[src/rtl/cap_pkg.sv]
package cap_pkg;

    // Control word bit positions (software-visible).
    localparam int CTRL_INV_BIT   = 0;
    localparam int CTRL_RFLAG_BIT = 1;
    localparam int CTRL_FFLAG_BIT = 2;

    // Word addresses of the global registers and the per-lane block.
    localparam int ADR_CAP_EN   = 0;
    localparam int ADR_IRQ_MASK = 1;
    localparam int ADR_IRQ_STAT = 2;
    localparam int LANE_BASE    = 4;
    localparam int LANE_SHIFT   = 2;   // four words per lane

    typedef enum logic [2:0] {
        RK_NONE,
        RK_CAP_EN,
        RK_IRQ_MASK,
        RK_IRQ_STAT,
        RK_CTRL,
        RK_RISE,
        RK_FALL
    } reg_kind_e;

    typedef struct packed {
        reg_kind_e  kind;
        logic [7:0] lane;
    } reg_sel_t;

    typedef struct packed {
        logic rise;
        logic fall;
    } edge_ev_t;

    function automatic reg_sel_t decode_addr(input logic [7:0] addr, input int num_ch);
        reg_sel_t   s;
        logic [7:0] off;
        s.kind = RK_NONE;
        s.lane = '0;
        off    = addr - 8'(LANE_BASE);
        if (int'(addr) == ADR_CAP_EN) begin
            s.kind = RK_CAP_EN;
        end else if (int'(addr) == ADR_IRQ_MASK) begin
            s.kind = RK_IRQ_MASK;
        end else if (int'(addr) == ADR_IRQ_STAT) begin
            s.kind = RK_IRQ_STAT;
        end else if (int'(addr) >= LANE_BASE &&
                     int'(addr) < LANE_BASE + (num_ch << LANE_SHIFT)) begin
            s.lane = off >> LANE_SHIFT;
            case (off[1:0])
                2'd0:    s.kind = RK_CTRL;
                2'd1:    s.kind = RK_RISE;
                2'd2:    s.kind = RK_FALL;
                default: s.kind = RK_NONE;
            endcase
        end
        return s;
    endfunction

endpackage

[src/rtl/cap_insync.sv]
module cap_insync #(
    parameter int SYNC_N = 2
) (
    input  logic clk_i,
    input  logic rst_i,
    input  logic en_i,
    input  logic inv_i,
    input  logic din_i,
    output cap_pkg::edge_ev_t ev_o
);
    logic [SYNC_N-1:0] sync_q;
    logic              prev_q;
    logic              lvl;

    assign lvl = sync_q[SYNC_N-1] ^ inv_i;

    always_ff @(posedge clk_i) begin
        if (rst_i) begin
            sync_q <= '0;
            prev_q <= 1'b0;
        end else begin
            sync_q <= {sync_q[SYNC_N-2:0], din_i};
            prev_q <= lvl;
        end
    end

    assign ev_o.rise = en_i & lvl & ~prev_q;
    assign ev_o.fall = en_i & ~lvl & prev_q;

endmodule

[src/rtl/cap_lane.sv]
module cap_lane #(
    parameter int CNT_W = 16
) (
    input  logic             clk_i,
    input  logic             rst_i,
    input  logic             en_i,
    input  logic             tick_i,
    input  cap_pkg::edge_ev_t ev_i,
    input  logic             clr_rise_i,
    input  logic             clr_fall_i,
    output logic [CNT_W-1:0] rise_val_o,
    output logic [CNT_W-1:0] fall_val_o,
    output logic             rise_flag_o,
    output logic             fall_flag_o
);
    logic [CNT_W-1:0] cnt_q;
    logic [CNT_W-1:0] stamp;

    // Count including the tick of the current cycle.
    assign stamp = cnt_q + CNT_W'(tick_i);

    always_ff @(posedge clk_i) begin
        if (rst_i) begin
            cnt_q <= '0;
        end else if (!en_i || ev_i.rise) begin
            cnt_q <= '0;
        end else if (tick_i) begin
            cnt_q <= cnt_q + 1'b1;
        end
    end

    always_ff @(posedge clk_i) begin
        if (rst_i) begin
            rise_val_o  <= '0;
            fall_val_o  <= '0;
            rise_flag_o <= 1'b0;
            fall_flag_o <= 1'b0;
        end else begin
            if (ev_i.rise) begin
                rise_val_o  <= stamp;
                rise_flag_o <= 1'b1;
            end else if (clr_rise_i) begin
                rise_flag_o <= 1'b0;
            end
            if (ev_i.fall) begin
                fall_val_o  <= stamp;
                fall_flag_o <= 1'b1;
            end else if (clr_fall_i) begin
                fall_flag_o <= 1'b0;
            end
        end
    end

    a_r3_cnt_restart: assert property (@(posedge clk_i) disable iff (rst_i)
        ev_i.rise |=> cnt_q == '0);
    a_r3_rise_flag_set: assert property (@(posedge clk_i) disable iff (rst_i)
        ev_i.rise |=> rise_flag_o);
    a_r4_fall_flag_set: assert property (@(posedge clk_i) disable iff (rst_i)
        ev_i.fall |=> fall_flag_o);
    a_r5_cnt_hold: assert property (@(posedge clk_i) disable iff (rst_i)
        (en_i && !ev_i.rise && !tick_i) |=> $stable(cnt_q));
    a_r2_idle_hold: assert property (@(posedge clk_i) disable iff (rst_i)
        (!en_i && !clr_rise_i) |=> ($stable(rise_flag_o) && $stable(rise_val_o)));
    a_r8_flag_sticky: assert property (@(posedge clk_i) disable iff (rst_i)
        (rise_flag_o && !clr_rise_i) |=> rise_flag_o);

endmodule

[src/rtl/cap_irq.sv]
module cap_irq #(
    parameter int IRQ_W = 2
) (
    input  logic             clk_i,
    input  logic             rst_i,
    input  logic [IRQ_W-1:0] set_i,
    input  logic [IRQ_W-1:0] clr_i,
    input  logic [IRQ_W-1:0] mask_i,
    output logic [IRQ_W-1:0] stat_o,
    output logic             irq_o
);
    always_ff @(posedge clk_i) begin
        if (rst_i) stat_o <= '0;
        else       stat_o <= (stat_o & ~clr_i) | set_i;
    end

    assign irq_o = |(stat_o & mask_i);

    a_r7_stat_w1c: assert property (@(posedge clk_i) disable iff (rst_i)
        ((clr_i & ~set_i) != '0) |=> ((stat_o & $past(clr_i & ~set_i)) == '0));
    a_r3_stat_set: assert property (@(posedge clk_i) disable iff (rst_i)
        (set_i != '0) |=> ((stat_o & $past(set_i)) == $past(set_i)));

endmodule

[src/rtl/edge_capture_top.sv]
module edge_capture_top #(
    parameter int NUM_CH = 2,
    parameter int CNT_W  = 16,
    parameter int DATA_W = 16,
    parameter int ADDR_W = 5,
    parameter int SYNC_N = 2
) (
    input  logic              clk_i,
    input  logic              rst_i,
    input  logic              tick_i,
    input  logic [NUM_CH-1:0] cap_in_i,
    input  logic [ADDR_W-1:0] reg_addr_i,
    input  logic              reg_wr_i,
    input  logic [DATA_W-1:0] reg_wdata_i,
    output logic [DATA_W-1:0] reg_rdata_o,
    output logic              irq_o
);
    import cap_pkg::*;

    localparam int IRQ_W = 2 * NUM_CH;

    reg_sel_t          sel;
    logic [NUM_CH-1:0] cap_en_q;
    logic [IRQ_W-1:0]  irq_mask_q;
    logic [IRQ_W-1:0]  irq_set;
    logic [IRQ_W-1:0]  irq_clr;
    logic [IRQ_W-1:0]  irq_stat;
    logic [CNT_W-1:0]  lane_rise [NUM_CH];
    logic [CNT_W-1:0]  lane_fall [NUM_CH];
    logic [DATA_W-1:0] lane_ctrl [NUM_CH];

    assign sel = decode_addr(8'(reg_addr_i), NUM_CH);

    always_ff @(posedge clk_i) begin
        if (rst_i) begin
            cap_en_q   <= '0;
            irq_mask_q <= '0;
        end else if (reg_wr_i) begin
            if (sel.kind == RK_CAP_EN)   cap_en_q   <= reg_wdata_i[NUM_CH-1:0];
            if (sel.kind == RK_IRQ_MASK) irq_mask_q <= reg_wdata_i[IRQ_W-1:0];
        end
    end

    assign irq_clr = (reg_wr_i && sel.kind == RK_IRQ_STAT) ? reg_wdata_i[IRQ_W-1:0] : '0;

    for (genvar g = 0; g < NUM_CH; g++) begin : g_lane
        logic     hit_ctrl;
        logic     inv_q;
        edge_ev_t ev;
        logic     rflag;
        logic     fflag;

        assign hit_ctrl = reg_wr_i && sel.kind == RK_CTRL && sel.lane == 8'(g);

        always_ff @(posedge clk_i) begin
            if (rst_i)         inv_q <= 1'b0;
            else if (hit_ctrl) inv_q <= reg_wdata_i[CTRL_INV_BIT];
        end

        cap_insync #(.SYNC_N(SYNC_N)) u_sync (
            .clk_i (clk_i),
            .rst_i (rst_i),
            .en_i  (cap_en_q[g]),
            .inv_i (inv_q),
            .din_i (cap_in_i[g]),
            .ev_o  (ev)
        );

        cap_lane #(.CNT_W(CNT_W)) u_lane (
            .clk_i       (clk_i),
            .rst_i       (rst_i),
            .en_i        (cap_en_q[g]),
            .tick_i      (tick_i),
            .ev_i        (ev),
            .clr_rise_i  (hit_ctrl && reg_wdata_i[CTRL_RFLAG_BIT]),
            .clr_fall_i  (hit_ctrl && reg_wdata_i[CTRL_FFLAG_BIT]),
            .rise_val_o  (lane_rise[g]),
            .fall_val_o  (lane_fall[g]),
            .rise_flag_o (rflag),
            .fall_flag_o (fflag)
        );

        assign irq_set[2*g]   = ev.rise;
        assign irq_set[2*g+1] = ev.fall;

        always_comb begin
            lane_ctrl[g]                 = '0;
            lane_ctrl[g][CTRL_INV_BIT]   = inv_q;
            lane_ctrl[g][CTRL_RFLAG_BIT] = rflag;
            lane_ctrl[g][CTRL_FFLAG_BIT] = fflag;
        end
    end

    cap_irq #(.IRQ_W(IRQ_W)) u_irq (
        .clk_i  (clk_i),
        .rst_i  (rst_i),
        .set_i  (irq_set),
        .clr_i  (irq_clr),
        .mask_i (irq_mask_q),
        .stat_o (irq_stat),
        .irq_o  (irq_o)
    );

    always_comb begin
        reg_rdata_o = '0;
        case (sel.kind)
            RK_CAP_EN:   reg_rdata_o = DATA_W'(cap_en_q);
            RK_IRQ_MASK: reg_rdata_o = DATA_W'(irq_mask_q);
            RK_IRQ_STAT: reg_rdata_o = DATA_W'(irq_stat);
            RK_CTRL, RK_RISE, RK_FALL: begin
                for (int i = 0; i < NUM_CH; i++) begin
                    if (sel.lane == 8'(i)) begin
                        if (sel.kind == RK_CTRL)      reg_rdata_o = lane_ctrl[i];
                        else if (sel.kind == RK_RISE) reg_rdata_o = DATA_W'(lane_rise[i]);
                        else                          reg_rdata_o = DATA_W'(lane_fall[i]);
                    end
                end
            end
            default: reg_rdata_o = '0;
        endcase
    end

    a_r9_irq_quiet: assert property (@(posedge clk_i) disable iff (rst_i)
        (irq_mask_q == '0) |-> !irq_o);

endmodule

[config.mk]
export PLATFORM = sky130hd
export DESIGN_NAME = edge_capture_top
export DESIGN_NICKNAME = d
export VERILOG_FILES = /design/src/rtl/cap_pkg.sv /design/src/rtl/cap_insync.sv /design/src/rtl/cap_lane.sv /design/src/rtl/cap_irq.sv /design/src/rtl/edge_capture_top.sv
export SDC_FILE = /design/constraint.sdc
export NUM_CORES = 1
export LEC_CHECK = 0
export ABC_AREA = 1
export CAP_MARGIN = 30
export CORE_MARGIN = 3
export CORE_UTILIZATION = 40
export DETAILED_ROUTE_END_ITERATION = 8
export DONT_BUFFER_PORTS = 1
export PLACE_DENSITY = 0.63
export SLEW_MARGIN = 20
export SYNTH_ARGS = -nofsm -noshare
export SYNTH_HDL_FRONTEND = slang
export SYNTH_SLANG_ARGS = --single-unit
[constraint.sdc]
create_clock -name clk_i -period 2.2 [get_ports clk_i]
set_clock_uncertainty 0.2 [all_clocks]
set_input_delay 0 -clock clk_i [delete_from_list [all_inputs] [get_ports clk_i]]
set_output_delay 0 -clock clk_i [all_outputs]
set_load 0.005 [all_outputs]
After elaboration in Yosys (flattened, before gate mapping). Cells that the tools add are included.

Word-level logic and storage cells: 105. Bits of input ports: 27. Bits in registers: 118.

Bitwise operators: 18. $add $sub $neg: 5. Multiplexer cells: 24. $lt $le $gt $ge: 2. Eq/ne operators: 11. Reductions and logical operators: 26.

Operator list (count): 16-bit two-way mux (6); 16-bit case mux with 4 select lines (1); 16-bit by 1-bit adder with 16-bit output (2); 16-bit by 1-bit adder with 16-bit output, second input constant (2); 8-bit two-way mux (3); 11-bit two-way mux (1); 3-bit equality test, second input constant (3); 1-bit logical AND (9); 3-bit two-way mux (3); 3-bit case mux with 3 select lines (1); 1-bit AND (8); 4-bit AND (2); 8-bit by 1-bit equality test with 1-bit output, second input constant (1); 8-bit zero test (1); 1-bit two-way mux (8); 2-bit nonzero test (4); 3-bit by 2-bit equality test with 1-bit output, second input constant (2); 5-bit by 3-bit subtractor with 6-bit output, second input constant (1); 5-bit by 2-bit equality test with 1-bit output, second input constant (1); 5-bit by 3-bit equality test with 1-bit output, second input constant (1); 5-bit by 3-bit >= comparator with 1-bit output, second input constant (1); 5-bit zero test (1); 5-bit by 4-bit less-than comparator with 1-bit output, second input constant (1); 4-bit two-way mux (1); other kinds (14) (22).

Logic depth before layout (Yosys ltp).
Depth in word-level cells: 13. Mapped depth: 13. Mapped depth without buffers: 12.

Modules after synthesis. Synthesis repeated with hierarchy kept, for this count alone.

Cell total of the unflattened synthesis: 966. Area, all modules: 6636.4 sq um.

By module, submodules not included: cap_lane (cells each 325, instances 2, area an instance 2382.3 sq um, sequential area each 1001.0 sq um); edge_capture_top (cells each 245, instances 1, area an instance 1437.6 sq um, sequential area each 160.2 sq um); cap_insync (cells each 21, instances 2, area an instance 127.6 sq um, sequential area each 60.1 sq um); cap_irq (cells each 29, instances 1, area an instance 178.9 sq um, sequential area each 80.1 sq um).

Worst setup path before layout. Ideal clock, no wire load.

Kind: register -> register. Start point: reg g_lane[1].u_lane.cnt_q[0]. End point: reg g_lane[1].u_lane.rise_val_o[14]. Slack: 0.414 ns. Arrival time: 1.469 ns. Buffers on the path: 0. Stages on the path, launching flop included: 10. Period minus slack after synthesis: 1.786 ns. Data required time: 1.884 ns. Path through: dfxtp_1 -> ha_1 -> ha_1 -> nand3_1 -> nor2_1 -> inv_1 -> o21ai_0 -> nand3_1 -> o211ai_1 -> inv_1.

Cells in the longest elaborated chain, start to end: 1.

Ends and longest elaborated chain: start, declared (RTL line cap_lane.sv:16) `logic [CNT_W-1:0] cnt_q;`; start signal, assigned (RTL line cap_lane.sv:28) `cnt_q <= cnt_q + 1'b1;`; 16-bit by 1-bit adder with 16-bit output (RTL line cap_lane.sv:20) `assign stamp = cnt_q + CNT_W'(tick_i);`; end signal, assigned (RTL line cap_lane.sv:40) `rise_val_o <= stamp;`; end, declared (RTL line cap_lane.sv:11) `output logic [CNT_W-1:0] rise_val_o,`.

Every way passes these cells. A chain may end at the register's enable or synchronous reset.

Final worst setup path.
Start point: in reg_addr_i[2]. End point: out reg_rdata_o[7].

Cells in the longest elaborated chain, start to end: 12.

Ends and longest elaborated chain: start, declared (RTL line edge_capture_top.sv:12) `input logic [ADDR_W-1:0] reg_addr_i,`; 5-bit by 3-bit >= comparator with 1-bit output or 5-bit by 4-bit less-than comparator with 1-bit output (tied branches) (RTL line cap_pkg.sv:47, cap_pkg.sv:48); 1-bit logical AND (RTL line cap_pkg.sv:47) `end else if (int'(addr) >= LANE_BASE &&`; 11-bit two-way mux (RTL line cap_pkg.sv:47); 3-bit two-way mux (RTL line cap_pkg.sv:45) `end else if (int'(addr) == ADR_IRQ_STAT) begin`; 3-bit two-way mux (RTL line cap_pkg.sv:43) `end else if (int'(addr) == ADR_IRQ_MASK) begin`; 3-bit two-way mux (RTL line cap_pkg.sv:41) `if (int'(addr) == ADR_CAP_EN) begin`; 3-bit equality test (RTL line edge_capture_top.sv:106, edge_capture_top.sv:114); 16-bit two-way mux (RTL line edge_capture_top.sv:114) `else if (sel.kind == RK_RISE) reg_rdata_o = DATA_W'(lane_rise[i]);`; 16-bit two-way mux (RTL line edge_capture_top.sv:113) `if (sel.kind == RK_CTRL) reg_rdata_o = lane_ctrl[i];`; 16-bit two-way mux (2 in series) (RTL line edge_capture_top.sv:112) `if (sel.lane == 8'(i)) begin`; 16-bit case mux with 4 select lines (*) (RTL line edge_capture_top.sv:106) `case (sel.kind)`; end, declared (RTL line edge_capture_top.sv:15) `output logic [DATA_W-1:0] reg_rdata_o,`.

Mark *: on every way between the ends. The rest lies on a longest branch, timed or not.

==> load_flow_metrics.sql <==
INSERT INTO impl_metrics (metric_group, metric, value, unit) VALUES
('outcome', 'outcome', 'finished with violations', ''),
('outcome', 'violations', 'negative hold slack', ''),
('detailed_routing', 'vias_per_cell', '4.996', ''),
('cts', 'cts.htree.levels', '4', ''),
('detailed_routing', 'final_antenna_net_count', '0', ''),
('worst_setup_path', 'critPathMaxStageDelay', '0.56', 'ns'),
('timing', 'hold_violations', '1', ''),
('worst_setup_path', 'worst_endpoint_required_time', '2.00', 'ns'),
('worst_setup_path', 'critical-path-top-cell-by-count', 'inv_1', ''),
('cts', 'number_of_sinks_handled_by_clock_tree_synthesis', '118', ''),
('worst_setup_path', 'crit_type', 'in2out', ''),
('floorplanning', 'design.core.area', '14750', 'sq um'),
('floorplanning', 'die_y', '129.7', 'microns'),
('timing', 'achievable_clock_frequency', '0.4777', 'GHz'),
('detailed_routing', 'post_dr_wirelength_cell', '13.71', 'microns'),
('worst_setup_path', 'cpLargestDelayFamily', 'buffers and inverters', ''),
('detailed_routing', 'drt_pre_antenna_iters', '5', ''),
('placed_design', 'post_dp_cell_area', '6274', 'sq um'),
('synthesis', 'yosys_warnings', '0', ''),
('grt', 'grt_antenna_before_repair', '1', ''),
('synthesis', 'synth.distinct_cells', '37', ''),
('synthesis', 'number_of_enable_flip_flop_cells_after_synthesis', '0', ''),
('synthesis', 'synth_top_area_cell', 'dfxtp_1', ''),
('timing', 'post-route-min-period', '2.094', 'ns'),
('cts', 'max-clock-path-buffers', '2', ''),
('grt', 'grt_pass1_vias', '5100', ''),
('floorplanning', 'floorplan.initialDensity', '41.45', '%'),
('run', 'drv.max_cap_violation_count', '0', ''),
('detailed_routing', 'drt_first_iter_violations', '322', ''),
('worst_setup_path', 'worst_endpoint_data_arrival_time', '1.89', 'ns'),
('pwr', 'cellLeakagePower', '3.182', 'nW'),
('timing', 'timing.max_slew.rel_slack', '34.02', '%'),
('pwr', 'power_per_cell_area', '757.8', 'nW/um^2'),
('synthesis', 'syn_area_per_cell', '6.872', 'sq um'),
('detailed_routing', 'vias', '5571', ''),
('worst_setup_path', 'crit_slowest_cell', 'dlygate4sd3_1', ''),
('worst_setup_path', 'crit_buf_inv', '6', ''),
('floorplanning', 'num_rows', '44', ''),
('timing', 'worst-slew-pin-transition', '0.9887', 'ns'),
('worst_hold_path', 'min-delay-path-class', 'in2reg', ''),
('timing', 'unrepaired_setup_endpoints_after_global_routing', 'false', ''),
('cells_and_area', 'area_growth', '20.44', '%'),
('synthesis', 'post-synth-top-area-fraction', '38.63', '%'),
('worst_setup_path', 'timing.critical_path.fanout_max', '12', ''),
('floorplanning', 'io_pins', '44', ''),
('timing', 'fin_tns_setup', '0', 'ns'),
('detailed_routing', 'drc', '0', ''),
('synthesis', 'synth_area', '6116', 'sq um'),
('grt', 'grt_pass1_wl', '25030', 'microns'),
('cts', 'cts_made_buffers', '17', ''),
('synthesis', 'async_flop_share', '0', '%'),
('worst_setup_path', 'critical_path.cell_chain', 'inv_1 > ha_1 > inv_1 > nor2_4 > dlygate4sd3_1 > inv_1 > nand4_2 > nor2_4 > clkinvlp_4 > buf_12 > a21oi_1', ''),
('timing', 'final.period_utilization', '95.16', '%'),
('cells_and_area', 'fraction_of_layout_cells_with_a_size_suffix_above_1', '9.667', '%'),
('detailed_routing', 'drt-total-wl', '15280', 'microns'),
('synthesis', 'synth_top_cells_by_area', 'dfxtp_1, inv_1, a21oi_1', ''),
('worst_setup_path', 'critical_path.startpoint_type', 'input pin', ''),
('cells_and_area', 'design.final.nets', '955', ''),
('timing', 'fin_worst_hold_slack', '-0.009048', 'ns'),
('placed_design', 'hpwlAfterDp', '10280', 'microns'),
('placed_design', 'place.port_buffers', '0', ''),
('cells_and_area', 'antenna-diode-count', '0', ''),
('cts', 'root_buf_cell', 'clkbuf_16', ''),
('cts', 'clk_pin_slew', '0.05', 'ns'),
('timing', 'layout_setup_ws', '0.1064', 'ns'),
('synthesis', 'synth_sequential_area_ratio', '38.63', '%'),
('timing', 'timing_max_transition_violations_final', '0', ''),
('cts', 'worst_skew_pair.late_latency', '0.41', 'ns'),
('synthesis', 'syn_nets', '927', ''),
('floorplanning', 'die_area', '16810', 'sq um'),
('synthesis', 'yosys_most_used_dff', 'dfxtp_1', '');
[synthesized netlist by cell type, types with 4 or more instances]
library cell	n
nand3_1	32
o21ai_0	72
nor2_1	117
nand2_1	115
clkbuf_1	11
inv_2	5
dfxtp_1	118
nor3_1	10
a21oi_1	96
nor2_2	5
buf_6	4
buf_2	14
o21ai_1	27
o211ai_1	20
inv_1	159
xor2_1	27
nand4_1	11
xnor2_1	5
ha_1	10
o22ai_1	5
[final cells by class]
type	count	area (sq um)
tap	184	230.2
sequential	118	2362
inverter	164	621.8
fill	1475	7388
timing repair buffer	44	452.9
clock inverter	12	222.7
clock buffer	20	466.7
multi-input combinational	573	3009
[per-stage QoR]
step	utilization [%]	power, W	instances	hold WS, ns
2_1_floorplan	-	0.002334	890	-0.09303
3_3_place_gp	42.52	0.002356	1053	-0.1184
3_5_place_dp	42.52	0.002357	1053	-0.1172
4_1_cts	49.08	0.005626	1111	0.03263
5_1_grt	49.92	0.005767	1115	0.02862
6_report	49.92	0.005582	1115	-0.009048
[per-layer routing]
metal	part of all wire [%]	track usage, %	vias to the layer above
met5	0.085	0	-
met3	4.4	4.740	18
met1	48	24.69	2553
met2	46	30.39	102
li1	-	-	2896
met4	1.7	5.318	2
[registers in the layout, summed over array words and instances, names as in the netlist]
name	flops
g_lane.u_lane.cnt_q	32
g_lane.u_lane.fall_val_o	32
g_lane.u_lane.rise_val_o	32
g_lane.u_sync.sync_q	4
irq_mask_q	4
u_irq.stat_o	4
cap_en_q	2
g_lane.inv_q	2
g_lane.u_lane.fall_flag_o	2
g_lane.u_lane.rise_flag_o	2
g_lane.u_sync.prev_q	2
[placed cells by master (no fill, tap or decap), drive strengths merged]
cell type	n
inv	163
nor2	123
dfxtp	118
nand2	118
o21ai	99
a21oi	97
nand3	33
xor2	27
dlygate4sd3	24
o211ai	20
clkbuf	20
buf	19
nand4	14
nor3	14
ha	10
bufinv	6
xnor2	6
o22ai	5
clkinv	4
clkinvlp	3
or2	3
and2	1
o21a	1
or3	1
nand3b	1
dlymetal6s4s	1
[logic make-up (layout without fill, tap and decap cells)]
| group | count (synthesis) | after routing | share of synthesized area, % |
|---|---|---|---|
| buffers and inverters | 199 | 240 | 13.18 |
| AND/OR/NAND/NOR | 308 | 308 | 22.12 |
| adder cells (fa/ha/maj) | 10 | 10 | 2.046 |
| XOR/XNOR | 33 | 33 | 4.849 |
| AO/OA/AOI/OAI | 222 | 222 | 19.19 |
| flip-flops | 118 | 118 | 38.63 |
[path summary, 6_finish.rpt]
check,startpoint,end,slack (ns),cells past startpoint
hold / removal,reg_addr_i[4],g_lane[1].inv_q,-0.009,6
setup reg to reg,g_lane[0].inv_q,g_lane[0].u_lane.rise_flag_o,0.14,5
setup / recovery,reg_addr_i[2],reg_rdata_o[7],0.11,11
hold reg to reg,g_lane[1].u_sync.sync_q[0],g_lane[1].u_sync.sync_q[1],0.21,2
[what timing repair did]
item                                    4_1_cts  5_1_grt
hold endpoints to repair                    109        0
buffers inserted                              0        4
endpoints found under the setup margin        0       36
resized for setup                             0       21
hold buffers                                 26        0
[power breakdown]
part | switching, W | internal [W] | leakage (nW) | total (W)
logic | 0.000151 | 0.0000810 | 1.90 | 0.000232
registers | 0.00000471 | 0.00215 | 0.951 | 0.00215
clock network | 0.000985 | 0.00221 | 0.332 | 0.00320
total | 0.00114 | 0.00444 | 3.18 | 0.00558
[worst min-delay path: cells and delay by family]
kind | cells | cell delay (ns)
compound gates | 3 | 0.26
simple gates | 3 | 0.28
Power figures use the tool's default switching activity.
